===== src/rtl/kbc_pkg.sv =====
package kbc_pkg;
  localparam int BYTE_W = 8;
  typedef logic [BYTE_W-1:0] byte_t;

  localparam byte_t C_RD_MODE  = 8'h20;
  localparam byte_t C_WR_MODE  = 8'h60;
  localparam byte_t C_MDIS     = 8'hA7;
  localparam byte_t C_MEN      = 8'hA8;
  localparam byte_t C_MTEST    = 8'hA9;
  localparam byte_t C_SELFTEST = 8'hAA;
  localparam byte_t C_KTEST    = 8'hAB;
  localparam byte_t C_KDIS     = 8'hAD;
  localparam byte_t C_KEN      = 8'hAE;
  localparam byte_t C_RD_IN    = 8'hC0;
  localparam byte_t C_RD_OUT   = 8'hD0;
  localparam byte_t C_WR_OUT   = 8'hD1;
  localparam byte_t C_WR_KOB   = 8'hD2;
  localparam byte_t C_WR_MOB   = 8'hD3;
  localparam byte_t C_WR_MDEV  = 8'hD4;
  localparam byte_t C_A20_OFF  = 8'hDD;
  localparam byte_t C_A20_ON   = 8'hDF;

  localparam int MB_KDIS  = 4;
  localparam int MB_MDIS  = 5;
  localparam int MB_XLATE = 6;
  localparam int OB_RUN   = 0;
  localparam int OB_A20   = 1;
  localparam int SB_TEST  = 2;
  localparam int SB_CMD   = 3;
  localparam int SB_UNLK  = 4;

  typedef enum logic [2:0] {
    PEND_NONE  = 3'd0,
    PEND_MODE  = 3'd1,
    PEND_OUTP  = 3'd2,
    PEND_KOBUF = 3'd3,
    PEND_MOBUF = 3'd4,
    PEND_MDEV  = 3'd5
  } pend_e;

  typedef enum logic [1:0] {REP_CONST, REP_MODE, REP_OUTP} rep_src_e;

  typedef struct packed {
    logic     pend_load;
    pend_e    pend_val;
    logic     reply_en;
    rep_src_e reply_src;
    byte_t    reply_const;
    byte_t    mode_or;
    byte_t    mode_andn;
    logic     irq_ref;
    byte_t    outp_or;
    byte_t    outp_andn;
    logic     a20_touch;
    logic     a20_val;
    logic     selftest;
    logic     rst_req;
  } cmd_act_t;

  typedef struct packed {
    logic kdev;
    logic mdev;
    logic kq;
    logic mq;
    logic mode_wr;
    logic outp_wr;
  } dat_act_t;

  function automatic logic pulse_family(input byte_t c);
    return c[7:4] == 4'hF;
  endfunction

  function automatic logic pulse_resets(input byte_t c);
    return pulse_family(c) && !c[0];
  endfunction

  function automatic pend_e latch_target(input byte_t c);
    case (c)
      C_WR_MODE: return PEND_MODE;
      C_WR_OUT:  return PEND_OUTP;
      C_WR_KOB:  return PEND_KOBUF;
      C_WR_MOB:  return PEND_MOBUF;
      C_WR_MDEV: return PEND_MDEV;
      default:   return PEND_NONE;
    endcase
  endfunction

  function automatic byte_t bit_mask(input int pos);
    byte_t m;
    m = '0;
    m[pos] = 1'b1;
    return m;
  endfunction
endpackage


===== src/rtl/kbc_cmd_dec.sv =====
module kbc_cmd_dec
  import kbc_pkg::*;
#(
  parameter byte_t INPORT_VAL  = 8'h80,
  parameter byte_t SELFTEST_OK = 8'h55,
  parameter byte_t TEST_OK     = 8'h00
) (
  input  byte_t    cmd,
  output cmd_act_t act
);
  pend_e tgt;
  assign tgt = latch_target(cmd);

  always_comb begin
    act = '0;
    act.pend_val  = tgt;
    act.pend_load = (tgt != PEND_NONE);
    act.reply_src = REP_CONST;
    if (pulse_family(cmd)) begin
      act.rst_req = pulse_resets(cmd);
    end else begin
      case (cmd)
        C_RD_MODE: begin act.reply_en = 1'b1; act.reply_src = REP_MODE; end
        C_RD_OUT:  begin act.reply_en = 1'b1; act.reply_src = REP_OUTP; end
        C_RD_IN:   begin act.reply_en = 1'b1; act.reply_const = INPORT_VAL; end
        C_MTEST, C_KTEST: begin
          act.reply_en    = 1'b1;
          act.reply_const = TEST_OK;
        end
        C_SELFTEST: begin
          act.reply_en    = 1'b1;
          act.reply_const = SELFTEST_OK;
          act.selftest    = 1'b1;
        end
        C_MDIS: act.mode_or   = bit_mask(MB_MDIS);
        C_MEN:  act.mode_andn = bit_mask(MB_MDIS);
        C_KDIS: begin act.mode_or   = bit_mask(MB_KDIS); act.irq_ref = 1'b1; end
        C_KEN:  begin act.mode_andn = bit_mask(MB_KDIS); act.irq_ref = 1'b1; end
        C_A20_ON: begin
          act.outp_or   = bit_mask(OB_A20);
          act.a20_touch = 1'b1;
          act.a20_val   = 1'b1;
        end
        C_A20_OFF: begin
          act.outp_andn = bit_mask(OB_A20);
          act.a20_touch = 1'b1;
          act.a20_val   = 1'b0;
        end
        default: ;
      endcase
    end
  end
endmodule


===== src/rtl/kbc_data_route.sv =====
module kbc_data_route
  import kbc_pkg::*;
(
  input  pend_e    pend,
  output dat_act_t route
);
  always_comb begin
    route = '0;
    case (pend)
      PEND_MODE:  route.mode_wr = 1'b1;
      PEND_OUTP:  route.outp_wr = 1'b1;
      PEND_KOBUF: route.kq      = 1'b1;
      PEND_MOBUF: route.mq      = 1'b1;
      PEND_MDEV:  route.mdev    = 1'b1;
      default:    route.kdev    = 1'b1;
    endcase
  end
endmodule


===== src/rtl/kbc_regs.sv =====
module kbc_regs
  import kbc_pkg::*;
#(
  parameter byte_t MODE_RST = 8'h03,
  parameter byte_t OUTP_RST = 8'hCF
) (
  input  logic     clk,
  input  logic     rst_n,
  input  logic     cmd_fire,
  input  logic     data_fire,
  input  byte_t    wdata,
  input  cmd_act_t act,
  input  dat_act_t route,
  output pend_e    pend_q,
  output byte_t    mode_q,
  output byte_t    outp_q,
  output logic     cmdf_q,
  output logic     test_q,
  output logic     a20_q,
  output logic     rst_q,
  output logic     irq_q,
  output logic     kq_push_q,
  output byte_t    kq_byte_q,
  output logic     mq_push_q,
  output byte_t    mq_byte_q,
  output logic     kdev_push_q,
  output byte_t    kdev_byte_q,
  output logic     mdev_push_q,
  output byte_t    mdev_byte_q
);
  byte_t reply_b;
  always_comb begin
    case (act.reply_src)
      REP_MODE: reply_b = mode_q;
      REP_OUTP: reply_b = outp_q;
      default:  reply_b = act.reply_const;
    endcase
  end

  always_ff @(posedge clk) begin
    if (!rst_n) begin
      pend_q      <= PEND_NONE;
      mode_q      <= MODE_RST;
      outp_q      <= OUTP_RST;
      cmdf_q      <= 1'b1;
      test_q      <= 1'b0;
      a20_q       <= OUTP_RST[OB_A20];
      rst_q       <= 1'b0;
      irq_q       <= 1'b0;
      kq_push_q   <= 1'b0;
      kq_byte_q   <= '0;
      mq_push_q   <= 1'b0;
      mq_byte_q   <= '0;
      kdev_push_q <= 1'b0;
      kdev_byte_q <= '0;
      mdev_push_q <= 1'b0;
      mdev_byte_q <= '0;
    end else begin
      rst_q       <= 1'b0;
      irq_q       <= 1'b0;
      kq_push_q   <= 1'b0;
      mq_push_q   <= 1'b0;
      kdev_push_q <= 1'b0;
      mdev_push_q <= 1'b0;
      if (cmd_fire) begin
        cmdf_q <= 1'b1;
        if (act.pend_load) pend_q <= act.pend_val;
        mode_q <= (mode_q | act.mode_or) & ~act.mode_andn;
        outp_q <= (outp_q | act.outp_or) & ~act.outp_andn;
        if (act.a20_touch) a20_q <= act.a20_val;
        if (act.selftest) test_q <= 1'b1;
        rst_q <= act.rst_req;
        irq_q <= act.irq_ref;
        if (act.reply_en) begin
          kq_push_q <= 1'b1;
          kq_byte_q <= reply_b;
        end
      end else if (data_fire) begin
        cmdf_q <= 1'b0;
        pend_q <= PEND_NONE;
        if (route.mode_wr) begin
          mode_q <= wdata;
          irq_q  <= 1'b1;
        end
        if (route.outp_wr) begin
          outp_q <= wdata;
          a20_q  <= wdata[OB_A20];
          rst_q  <= ~wdata[OB_RUN];
        end
        if (route.kq) begin
          kq_push_q <= 1'b1;
          kq_byte_q <= wdata;
        end
        if (route.mq) begin
          mq_push_q <= 1'b1;
          mq_byte_q <= wdata;
        end
        if (route.kdev) begin
          kdev_push_q <= 1'b1;
          kdev_byte_q <= wdata;
        end
        if (route.mdev) begin
          mdev_push_q <= 1'b1;
          mdev_byte_q <= wdata;
        end
      end
    end
  end
endmodule


===== src/rtl/kbc_cmd_decoder.sv =====
module kbc_cmd_decoder
  import kbc_pkg::*;
#(
  parameter byte_t MODE_RST    = 8'h03,
  parameter byte_t OUTP_RST    = 8'hCF,
  parameter byte_t INPORT_VAL  = 8'h80,
  parameter byte_t SELFTEST_OK = 8'h55
) (
  input  logic              clk,
  input  logic              rst_n,
  input  logic              cmd_wr,
  input  logic              data_wr,
  input  logic [BYTE_W-1:0] wdata,
  output logic [BYTE_W-1:0] status_o,
  output logic [BYTE_W-1:0] mode_o,
  output logic [BYTE_W-1:0] outport_o,
  output logic              a20_o,
  output logic              sys_reset_req,
  output logic              xlate_en,
  output logic              irq_refresh,
  output logic              kq_push,
  output logic [BYTE_W-1:0] kq_byte,
  output logic              mq_push,
  output logic [BYTE_W-1:0] mq_byte,
  output logic              kdev_push,
  output logic [BYTE_W-1:0] kdev_byte,
  output logic              mdev_push,
  output logic [BYTE_W-1:0] mdev_byte
);
  logic     cmd_fire;
  logic     data_fire;
  cmd_act_t act_w;
  dat_act_t route_w;
  pend_e    pend_w;
  logic     cmdf_w;
  logic     test_w;

  // command port wins a same-cycle collision
  assign cmd_fire  = cmd_wr;
  assign data_fire = data_wr & ~cmd_wr;

  kbc_cmd_dec #(
    .INPORT_VAL  (INPORT_VAL),
    .SELFTEST_OK (SELFTEST_OK),
    .TEST_OK     (8'h00)
  ) u_dec (
    .cmd (wdata),
    .act (act_w)
  );

  kbc_data_route u_route (
    .pend  (pend_w),
    .route (route_w)
  );

  kbc_regs #(
    .MODE_RST (MODE_RST),
    .OUTP_RST (OUTP_RST)
  ) u_regs (
    .clk         (clk),
    .rst_n       (rst_n),
    .cmd_fire    (cmd_fire),
    .data_fire   (data_fire),
    .wdata       (wdata),
    .act         (act_w),
    .route       (route_w),
    .pend_q      (pend_w),
    .mode_q      (mode_o),
    .outp_q      (outport_o),
    .cmdf_q      (cmdf_w),
    .test_q      (test_w),
    .a20_q       (a20_o),
    .rst_q       (sys_reset_req),
    .irq_q       (irq_refresh),
    .kq_push_q   (kq_push),
    .kq_byte_q   (kq_byte),
    .mq_push_q   (mq_push),
    .mq_byte_q   (mq_byte),
    .kdev_push_q (kdev_push),
    .kdev_byte_q (kdev_byte),
    .mdev_push_q (mdev_push),
    .mdev_byte_q (mdev_byte)
  );

  always_comb begin
    status_o          = '0;
    status_o[SB_UNLK] = 1'b1;
    status_o[SB_CMD]  = cmdf_w;
    status_o[SB_TEST] = test_w;
  end

  assign xlate_en = mode_o[MB_XLATE];
endmodule


===== config.mk =====
export PLATFORM = sky130hd
export DESIGN_NAME = kbc_cmd_decoder
export DESIGN_NICKNAME = d
export VERILOG_FILES = /design/src/rtl/kbc_pkg.sv /design/src/rtl/kbc_cmd_dec.sv /design/src/rtl/kbc_data_route.sv /design/src/rtl/kbc_regs.sv /design/src/rtl/kbc_cmd_decoder.sv
export SDC_FILE = /design/constraint.sdc
export NUM_CORES = 1
export LEC_CHECK = 0
export ABC_AREA = 1
export ABC_CLOCK_PERIOD_IN_PS = 1800
export BUFFER_PORTS_ARGS = -buffer_cell sky130_fd_sc_hd__buf_2
export CAP_MARGIN = 20
export CORE_AREA = 3 3 78 80
export DETAILED_ROUTE_END_ITERATION = 8
export DIE_AREA = 0 0 81 83
export PLACE_DENSITY_LB_ADDON = 0.12
export RECOVER_POWER = 25
export SLEW_MARGIN = 10
export SYNTH_ARGS = -nofsm -noshare
export SYNTH_HDL_FRONTEND = slang
export SYNTH_SLANG_ARGS = --single-unit

===== constraint.sdc =====
create_clock -name clk -period 1.8 [get_ports clk]
set_input_delay 0.09 -clock clk [delete_from_list [all_inputs] [get_ports clk]]
set_output_delay 0.09 -clock clk [all_outputs]
set_load 0.03 [all_outputs]

# After elaboration in Yosys (flattened, before gate mapping)
# Cells that the tools add are included.
classes:
  n_eq_ne: 28
  mux: 49
  n_reduce_logical: 21
  bitwise_logic: 12
ops:
  columns: ["cell", "n"]
  rows:
  - ["$eq 8x8->1 const B", 15]
  - ["$mux 8", 10]
  - ["$mux 47", 1]
  - ["$pmux 8 s2", 2]
  - ["$mux 1", 26]
  - ["$pmux 6 s2", 2]
  - ["$and 8x8->8", 2]
  - ["$not 8->8", 2]
  - ["$or 8x8->8", 2]
  - ["$pmux 3 s5", 1]
  - ["$reduce_and 3->1", 5]
  - ["$mux 3", 3]
  - ["$eq 8x6->1 const B", 1]
  - ["$eq 8x7->1 const B", 1]
  - ["$pmux 2 s2", 2]
  - ["$reduce_and 2->1", 4]
  - ["$reduce_bool 2->1", 4]
  - ["$eq 3x2->1 const B", 2]
  - ["$eq 3x3->1 const B", 2]
  - ["$ne 2x1->1 const B", 3]
  - ["$reduce_or 6->1", 1]
  - ["$not 1->1", 5]
  - ["$reduce_or 5->1", 1]
  - ["$eq 4x4->1 const B", 1]
  - ["other kinds (10)", 12]
word_totals:
  ff_bits: 60
  out_inout_bits: 64
  word_cells: 126
  inputBits: 12

# Longest topological paths before layout
# Gate-level depths: netlist (run 1).
depth:
  word_depth: 8
  ltp_mapped: 14

# Cells and area by module
# From an unflattened synthesis (run 1), not the netlist that was laid out.
unflattened:
  hier_cells: 545
  hier_area_um2: 3594.7
by_module_without_submodules:
  columns: ["module", "instances", "area_per_inst_um2", "cells_per_inst"]
  rows:
  - ["kbc_regs", 1, 2851.5, 414]
  - ["kbc_cmd_dec", 1, 598.1, 105]
  - ["kbc_cmd_decoder", 1, 85.1, 13]
  - ["kbc_data_route", 1, 60.1, 13]

# Worst setup path after synthesis (run 1)
# Ideal clock, no wire load.
synth_timing:
  kind: "input -> register"
  start: "input wdata[5]"
  end: "register u_regs.kq_byte_q[7]"
  cell_stages: 11
  t_required_ns: 1.736
  n_path_buf: 0
  t_arrival_ns: 1.365
  setup_ns: 0.064
  setup_slack_ns: 0.372
  path_cell_list: "inv_1 > nand2_1 > nor2_1 > nand2_2 > ha_1 > nor2_2 > a22oi_1 > o21a_1 > nand2_1 > nand2_1 > nor2_1"
synth_between:
  elab_chain_cells: 7
  elab_cells_between_ends: 19
  cone_classes: "10 x eq/ne; 7 x mux; 2 x reduce/logical"
synth_lines:
  columns: ["element", "line", "source"]
  rows:
  - ["from (decl)", "kbc_cmd_decoder.sv:13", "input logic [BYTE_W-1:0] wdata,"]
  - ["$eq 8x8->1 / $eq 8x6->1 (equally long branches)", "kbc_cmd_dec.sv:22", "case (cmd)"]
  - ["$pmux 2 s2", "kbc_cmd_dec.sv:22", null]
  - ["$mux 47 (*)", "kbc_cmd_dec.sv:19", "if (pulse_family(cmd)) begin"]
  - ["$eq 2x2->1 / $eq 2x1->1 (equally long branches)", "kbc_regs.sv:33", "case (act.reply_src)"]
  - ["$pmux 8 s2", "kbc_regs.sv:33", null]
  - ["$mux 8", "kbc_regs.sv:74", "if (act.reply_en) begin"]
  - ["$mux 8", "kbc_regs.sv:65", "if (cmd_fire) begin"]
  - ["to (signal assigned)", "kbc_regs.sv:76", "kq_byte_q <= reply_b;"]
  - ["to (signal assigned)", "kbc_regs.sv:92", "kq_byte_q <= wdata;"]
  - ["to (decl)", "kbc_regs.sv:23", "output byte_t kq_byte_q,"]
# Mark *: on every way between the ends. The rest lies on a longest branch, timed or not. The select of a mux whose other input is x is not followed.
# A chain may end at the register's enable or synchronous reset.

# Worst setup path after layout (run 1)
layout_timing:
  start: "input cmd_wr"
  end: "register u_regs.kq_byte_q[6]"
layout_between:
  elab_chain_cells: 4
  elab_cells_between_ends: 7
  cone_classes: "1 x eq/ne; 1 x mux; 2 x bitwise; 3 x reduce/logical"
layout_lines:
  columns: ["element", "line", "source"]
  rows:
  - ["from (decl)", "kbc_cmd_decoder.sv:11", "input logic cmd_wr,"]
  - ["$not 1->1 (no source line)", null, null]
  - ["$and 1x1->1", "kbc_cmd_decoder.sv:40", "assign data_fire = data_wr & ~cmd_wr;"]
  - ["$reduce_bool 2->1 (no source line)", null, null]
  - ["$reduce_and 3->1 (no source line)", null, null]
# Parallel ways exist; a longest one is shown, timed or not.

==> results of run 1 <==
-- power groups by stage --
stage	registers, µW	clock network [µW]	logic [µW]
floorplan	1430	0	164
global placement	1390	0	298
detailed placement	1390	0	297
CTS	1360	1090	298
global route	1360	1150	322
finish	1360	1070	295
-- flip-flops by register name (all words and copies together), names as in the netlist --
signal,flops
u_regs.kdev_byte_q,8
u_regs.kq_byte_q,8
u_regs.mdev_byte_q,8
u_regs.mode_q,8
u_regs.mq_byte_q,8
u_regs.outp_q,8
u_regs.pend_q,3
u_regs.a20_q,1
u_regs.cmdf_q,1
u_regs.irq_q,1
u_regs.kdev_push_q,1
u_regs.kq_push_q,1
u_regs.mdev_push_q,1
u_regs.mq_push_q,1
u_regs.rst_q,1
u_regs.test_q,1
-- cells in the mapped netlist --
library cell   n  area [µm²]
a211oi_1       7        52.6
a21oi_1       37         185
a22oi_1        4        30.0
buf_2          5        25.0
buf_4         10        75.1
buf_6          1        11.3
clkbuf_1       5        18.8
clkbuf_8       1        13.8
clkinv_1       1        3.75
conb_1         2        7.51
dfxtp_1       60        1200
ha_1           2        25.0
inv_1         35         131
inv_2          8        30.0
nand2_1       73         274
nand2_2        6        37.5
nand2_4        1        11.3
nand3_1       16        80.1
nand3_2        1        10.0
nand3_4        1        17.5
nand3b_1       1        7.51
nand4_1        4        25.0
nor2_1        43         161
nor2_2         7        43.8
nor2_4         4        45.0
nor3_1         3        15.0
o2111ai_1      1        8.76
o211ai_1       6        45.0
o21a_1         1        7.51
o21ai_0       35         175
o22ai_1        1        6.26
-- metrics by stage --
stage                     hold slack (ns)  instance area (µm²)  std cells  power, µW  utilization
after floorplan                     0.220                 2800        386       1600            -
after global placement              0.402                 3230        522       1690        0.590
after detailed placement            0.406                 3230        522       1690        0.590
after CTS                          0.0536                 3400        536       2750        0.622
after global routing               0.0940                 3370        536       2840        0.616
final                              0.0634                 3370        536       2720        0.616
-- cell families after synthesis --
kind of cell / Yosys count / share of synthesized area
AO/OA/AOI/OAI: 92 / 0.184
adder cells (fa/ha/maj): 2 / 0.00900
buffers and inverters: 66 / 0.111
flip-flops: 60 / 0.432
other: 2 / 0.00270
AND/OR/NAND/NOR: 160 / 0.262
-- cell usage in the layout (no fill, tap or decap), drive strengths merged, types with 7 or more instances in the layout --
cell     n
inv     43
nand2   80
buf     60
a211oi   7
clkbuf  38
nor2    54
a21oi   37
dfxtp   60
o21ai   35
nand3   18
-- area by class of cell --
class	instances	area share
repair buffers	86	0.134
well taps	72	0.0267
multi-input cells	260	0.382
flip-flops and latches	60	0.356
clock inverters	2	0.00297
inverters	44	0.0490
clock buffers	12	0.0490
-- routing by layer --
layer	share of wire	global-route usage	routed length, µm
met2	0.48	0.376	3590
met4	0.028	0.112	211
met3	0.064	0.0586	478
met5	0	0	0
met1	0.43	0.290	3240
-- critical path: cells and delay by family --
kind / cells / cell delay (ns)
buffers and inverters: 2 / 0.77
and+or+nand+nor: 6 / 0.83
-- worst min-delay path by stage --
stage | start | end | slack, ns | cells after the start
finish | data_wr | u_regs.cmdf_q$_SDFFE_PP1P_ | 0.06 | 4
global route | rst_n | u_regs.outp_q[1]$_SDFFE_PN1P_ | 0.09 | 2
CTS | data_wr | u_regs.cmdf_q$_SDFFE_PP1P_ | 0.05 | 4
detailed placement | data_wr | u_regs.cmdf_q$_SDFFE_PP1P_ | 0.41 | 4
global placement | data_wr | u_regs.cmdf_q$_SDFFE_PP1P_ | 0.40 | 4
floorplan | wdata[0] | u_regs.outp_q[0]$_SDFFE_PN1P_ | 0.22 | 2
==> results by group, run 1 <==
Critical path
  – Critical path's largest stage delay: 0.50 ns
  – Critical Path RT: 2.02 ns
  – Crit. Startpoint: cmd_wr
  – Worst Setup EP: u_regs.kq_byte_q[6]$_SDFFE_PN0P_
  – R2R Setup Slk: 0.33 ns
  – Worst-path cell with the longest stage delay: clkbuf_1
  – Crit end category: register
  – Worst reg2reg endpoint: u_regs.mode_q[3]$_SDFFE_PN0P_
  – Startpoint types: input port
  – Worst r2r src: u_regs.pend_q[0]$_SDFFE_PN0P_
  – CP Max Fanout: 17
  – CP Cell Sequence: clkbuf_1, inv_2, nor2_4, nand3_1, nand3_4, nand2_1, nand2_1, nor2_1
  – Most used cell, CP: nand2_1
  – Crit path DAT: 1.69 ns
  – Critical path class: input port to register
  – Reg2Reg Depth: 8

CTS
  – Clock slew at reported path FFs: 0.06 ns
  – CTS HTree Levels: 3
  – Post-CTS setup buffer count: 0
  – Worst-Skew Late Latency: 0.33 ns
  – TritonCTS clock tree: done
  – # hold bufs at CTS: 0
  – Clock net sink count: 60
  – Inserted Clock Buffers: 9
  – Post-cts sizing count: 0
  – CTS max path bufs: 2
  – Root buffer cell: clkbuf_8

Worst hold path
  – Min-delay worst type: input port to register

Logic synthesis
  – Yosys cell types: 31
  – Synth Register Bits: 60
  – Sequential fraction of the synthesis area: 0.432
  – Mapped Area: 0.00278 mm²
  – Number of cells produced by synthesis: 382
  – Average cell area after synthesis: 7.28 µm²
  – Ys Warns: 0

Pwr
  – Internal cell power: 2020 µW
  – Comb pwr share: 0.108
  – Leakage power: 0.00162 µW
  – Switching fraction of total power: 0.257
  – PD cells: 808 mW/mm²
  – Clock power share: 0.392
  – P_sw: 701 µW
  – Flop pwr share: 0.500
  – VDD IR-drop max: 0.489 mV

Placed design
  – Placer Congestion: 0.917
  – Pre-CTS setup slack: 0.00548 ns
  – Port bufs: 69
  – Post-DP HPWL: 5650 µm

Routing
  – Vias per std cell: 5.12
  – DR iter-0 viols: 173
  – DRC Markers: 0
  – Drt first pass iters: 4
  – Vias: 2742
  – DRT antenna net count: 0
  – Total Wirelength: 7520 µm
  – Drt wl/cell: 14.0 µm

Global routing
  – Gr usage total: 0.235
  – First-pass GRT wire length: 12200 µm
  – Largest net degree at the start of global routing: 32
  – Initial antenna violation count: 0
  – Gr ovfl total: 0
  – Vias in the first global route: 2601

Timing
  – Min cycle time layout: 1.47 ns
  – Fin. Hold Viols: 0
  – Final period utilization: 0.818
  – Fmax: 0.679 GHz
  – Final setup margin: 0.328 ns
  – Final Skew: 0.00610 ns
  – Slew headroom: 0.552
  – Worst Max-Slew Pin Slew: 0.672 ns
  – Max Transition Viols Final: 0
  – RSZ-0062 raised after global routing: no
  – TNS Setup: 0 ns
  – Final setup vio count: 0

Layout
  – Fill cell count: 539
  – Antenna diodes: 0
  – Layout cell share with drive strength beyond 1: 0.220
  – Area of the multi-input gates: 0.00129 mm²
  – P&R area growth vs syn: 21.2%
  – Total Nets Final: 475
  – FF+latch area: 0.00120 mm²

Die
  – CORE AREA: 0.00547 mm²
  – Die H: 83 µm
  – Die area: 0.00672 mm²
  – Row count: 27
  – Initial core utilization: 0.508
  – Die X: 81 µm
  – IO Count: 76

Flow run
  – Maximum Capacitance Violations: 0

Outcome
  – Status: finished, final reports clean
Note: power is estimated with default switching activity, not from simulation.
==> inputs of run 2 (changes only) <==
--- a/config.mk
+++ b/config.mk
@@ -6,12 +6,12 @@
 export NUM_CORES = 1
 export LEC_CHECK = 0
 export ABC_AREA = 1
-export ABC_CLOCK_PERIOD_IN_PS = 1800
+export ABC_CLOCK_PERIOD_IN_PS = 1200
 export BUFFER_PORTS_ARGS = -buffer_cell sky130_fd_sc_hd__buf_2
 export CAP_MARGIN = 20
-export CORE_AREA = 3 3 78 80
+export CORE_AREA = 3 3 81 83
 export DETAILED_ROUTE_END_ITERATION = 8
-export DIE_AREA = 0 0 81 83
+export DIE_AREA = 0 0 84 86
 export PLACE_DENSITY_LB_ADDON = 0.12
 export RECOVER_POWER = 25
 export SLEW_MARGIN = 10
==> constraint.sdc (replaced) <==
create_clock -name clk -period 1.2 [get_ports clk]
set_input_delay 0.06 -clock clk [delete_from_list [all_inputs] [get_ports clk]]
set_output_delay 0.06 -clock clk [all_outputs]
set_load 0.03 [all_outputs]
==> run 2 against run 1 <==
  * The run now ends with negative setup slack left
  * Register-to-register slack lost 0.41 ns
  * Critical path depth is the same
  * First-iteration DRC count grew 27%
  * Count of clock-buffer cells in the layout is the same
  * Final area grew 25%
  * Final cell count grew 10%
  * Utilization grew 9.7 points
  * Critical path type is now register to register
  * Global-route usage grew 2.3 points
  * Hold slack gained 0.0093 ns
  * Wire length grew 20%
==> results by group, run 2 (synthesized netlist as in run 1, its figures left out) <==
Pwr
  – Internal cell power: 3310 µW (+64%)
  – Leakage power: 0.00210 µW (+29%)
  – Flop pwr share: 0.451 (-0.049)
  – PD cells: 1070 mW/mm² (+33%)
  – VDD IR-drop max: 0.779 mV (+59%)
  – P_sw: 1210 µW (+73%)
  – Comb pwr share: 0.135 (+0.027)
  – Switching fraction of total power: 0.268 (+0.0106)
  – Clock power share: 0.414 (+0.022)

Die
  – Initial core utilization: 0.470 (-0.0385)
  – CORE AREA: 0.00592 mm² (+8.2%)
  – Die area: 0.00722 mm² (+7.5%)
  – Die X: 84 µm (+3.7%)
  – Die H: 86 µm (+3.6%)
  – Row count: 28 (+3.7%)
  – IO Count: 76 (unchanged)

Critical path
  – Critical Path RT: 1.46 ns (-0.56 ns)
  – Startpoint types: register
  – CP Cell Sequence: inv_4, nand2_2, nor2_4, nand2_2, nor2_4, buf_6, nor2_1, a211oi_1
  – R2R Setup Slk: -0.08 ns (-0.41 ns)
  – Crit end category: register
  – Critical path class: register to register
  – Crit. Startpoint: u_regs.pend_q[2]$_SDFFE_PN0P_
  – Crit path DAT: 1.54 ns (-0.15 ns)
  – Worst r2r src: u_regs.pend_q[2]$_SDFFE_PN0P_
  – Critical path's largest stage delay: 0.34 ns (-0.16 ns)
  – CP Max Fanout: 5 (-12)
  – Crit path buf inv count: 2 (unchanged)
  – Worst reg2reg endpoint: u_regs.outp_q[4]$_SDFFE_PN0P_
  – Reg2Reg Depth: 8 (unchanged)
  – Worst-path cell with the longest stage delay: dfxtp_2
  – CP delay by family, top: simple AND/OR/NAND/NOR gates

CTS
  – CTS HTree Levels: 3 (unchanged)
  – Root buffer cell: clkbuf_8
  – Clock net sink count: 60 (unchanged)
  – # hold bufs at CTS: 0 (unchanged)
  – Worst-Skew Late Latency: 0.34 ns (about the same)
  – Inserted Clock Buffers: 9 (unchanged)
  – Clock slew at reported path FFs: 0.07 ns (about the same)
  – TritonCTS clock tree: done
  – CTS max path bufs: 2 (unchanged)

Timing
  – RSZ-0062 raised after global routing: yes
  – Fin. Hold Viols: 0 (unchanged)
  – Min cycle time layout: 1.28 ns
  – Fmax: 0.780 GHz
  – Max Transition Viols Final: 0 (unchanged)
  – Final period utilization: 1.07
  – Final setup vio count: 26 (+26)
  – Final Skew: 0.00483 ns (-0.00126 ns)
  – TNS Setup: -0.643 ns (-0.643 ns)
  – Final setup margin: -0.0820 ns (-0.410 ns)

Routing
  – Drt first pass iters: 4 (unchanged)
  – Vias per std cell: 5.12 (about the same)
  – DRT antenna net count: 0 (unchanged)
  – DRC Markers: 0 (unchanged)
  – DR iter-0 viols: 220 (+27%)
  – Vias: 3031 (+11%)
  – Drt wl/cell: 15.3 µm (+8.7%)
  – Total Wirelength: 9030 µm (+20%)

Global routing
  – Gr usage total: 0.258 (+0.0231)
  – Gr ovfl total: 0 (unchanged)
  – Initial antenna violation count: 0 (unchanged)
  – Largest net degree at the start of global routing: 24 (-25%)
  – First-pass GRT wire length: 14300 µm (+18%)
  – Vias in the first global route: 2927 (+13%)

Layout
  – Commonest non-fill, non-tap cell in the layout: buf_2
  – Fill cell count: 487 (-9.6%)
  – FF+latch area: 0.00121 mm² (+0.52%)
  – Fin area: 0.00422 mm² (+25%)
  – Layout cell share with drive strength beyond 1: 0.449 (+0.229)
  – Antenna diodes: 0 (unchanged)
  – P&R area growth vs syn: 51.8%
  – Non-Filler Instances: 592 (+10%)
  – Most frequent cells in the layout: 65 x buf_2, 61 x nand2_1, 57 x dfxtp_1
  – Area of the multi-input gates: 0.00153 mm² (+19%)
  – Total Nets Final: 526 (+11%)

Placed design
  – Cells after DPL: 559 (+7.1%)
  – Port bufs: 69 (unchanged)
  – Cell Area, Placed: 0.00361 mm² (+12%)
  – Placer Congestion: 0.898 (-2.1%)
  – Post-DP HPWL: 6290 µm (+11%)

Worst hold path
  – Min-delay worst type: input port to register
  – Worst Hold End: u_regs.cmdf_q$_SDFFE_PP1P_
  – Hold-critical path depth: 4 (unchanged)
  – Hold_sp: data_wr

Flow run
  – Maximum Capacitance Violations: 0 (unchanged)

Outcome
  – Failing checks: negative setup slack
  – Status: complete, but fails checks
run 2: cell count changes in the layout (fill, tap and decap cells not counted), moves of 10 or more:
cell	before	now
buf_4	16	53
clkbuf_1	26	1
buf_2	43	65
nor2_1	43	30
nand2_1	73	61
o21ai_0	35	24
buf_6	0	10
run 2: worst max path at each step:
stage | to | slack (ns) | depth (start not counted)
after floorplan | u_regs.kq_byte_q[7]$_SDFFE_PN0P_ | -0.03 | 11
after global placement | u_regs.kq_byte_q[2]$_SDFFE_PN0P_ | -0.42 | 15
after detailed placement | u_regs.kq_byte_q[2]$_SDFFE_PN0P_ | -0.42 | 15
after CTS | u_regs.mode_q[3]$_SDFFE_PN0P_ | -0.07 | 9
after global routing | u_regs.mode_q[0]$_SDFFE_PN1P_ | -0.19 | 9
final | u_regs.outp_q[4]$_SDFFE_PN0P_ | -0.08 | 8
run 2: per-layer routing:
layer,part of all wire,track usage
met1,0.42,0.302
met2,0.50,0.440
met3,0.062,0.0586
met4,0.027,0.136
met5,0,0
run 2: worst reg2reg max path, delay by kind of cell (launching register included):
family | cells | cell delay [ns]
simple gates | 5 | 0.47
flops | 1 | 0.34
buf+inv | 2 | 0.23
compound gates | 1 | 0.16
run 2: layout make-up:
| class | count | share of cell area |
|---|---|---|
| sequential | 60 | 0.286 |
| tap | 75 | 0.0222 |
| inverter | 44 | 0.0510 |
| multi-input combinational | 262 | 0.362 |
| timing repair buffer | 135 | 0.231 |
| clock buffer | 12 | 0.0367 |
| clock inverter | 4 | 0.0113 |
run 2: power by group through the flow:
stage	logic (µW)	registers, µW	clock network, µW
finish	612	2040	1880
detailed placement	539	2090	0
CTS	557	2040	1910
global route	658	2040	1990
floorplan	261	2150	0
global placement	537	2080	0
run 2: repair_timing:
| action | CTS | global route |
|---|---|---|
| setup endpoints to repair | 41 | 51 |
| cloned | 2 | 1 |
| pin swaps | 9 | 17 |
| gates resized for setup | 43 | 51 |
| setup buffers | 5 | 9 |
run 2: through the flow:
| stage | hold WS [ns] | power [µW] | setup slack [ns] | utilization |
|---|---|---|---|---|
| floorplan | 0.190 | 2410 | -0.0343 | - |
| global placement | 0.384 | 2620 | -0.425 | 0.611 |
| detailed placement | 0.392 | 2620 | -0.418 | 0.611 |
| CTS | 0.0396 | 4510 | -0.0700 | 0.669 |
| global route | 0.108 | 4690 | -0.188 | 0.713 |
| finish | 0.0727 | 4530 | -0.0820 | 0.713 |
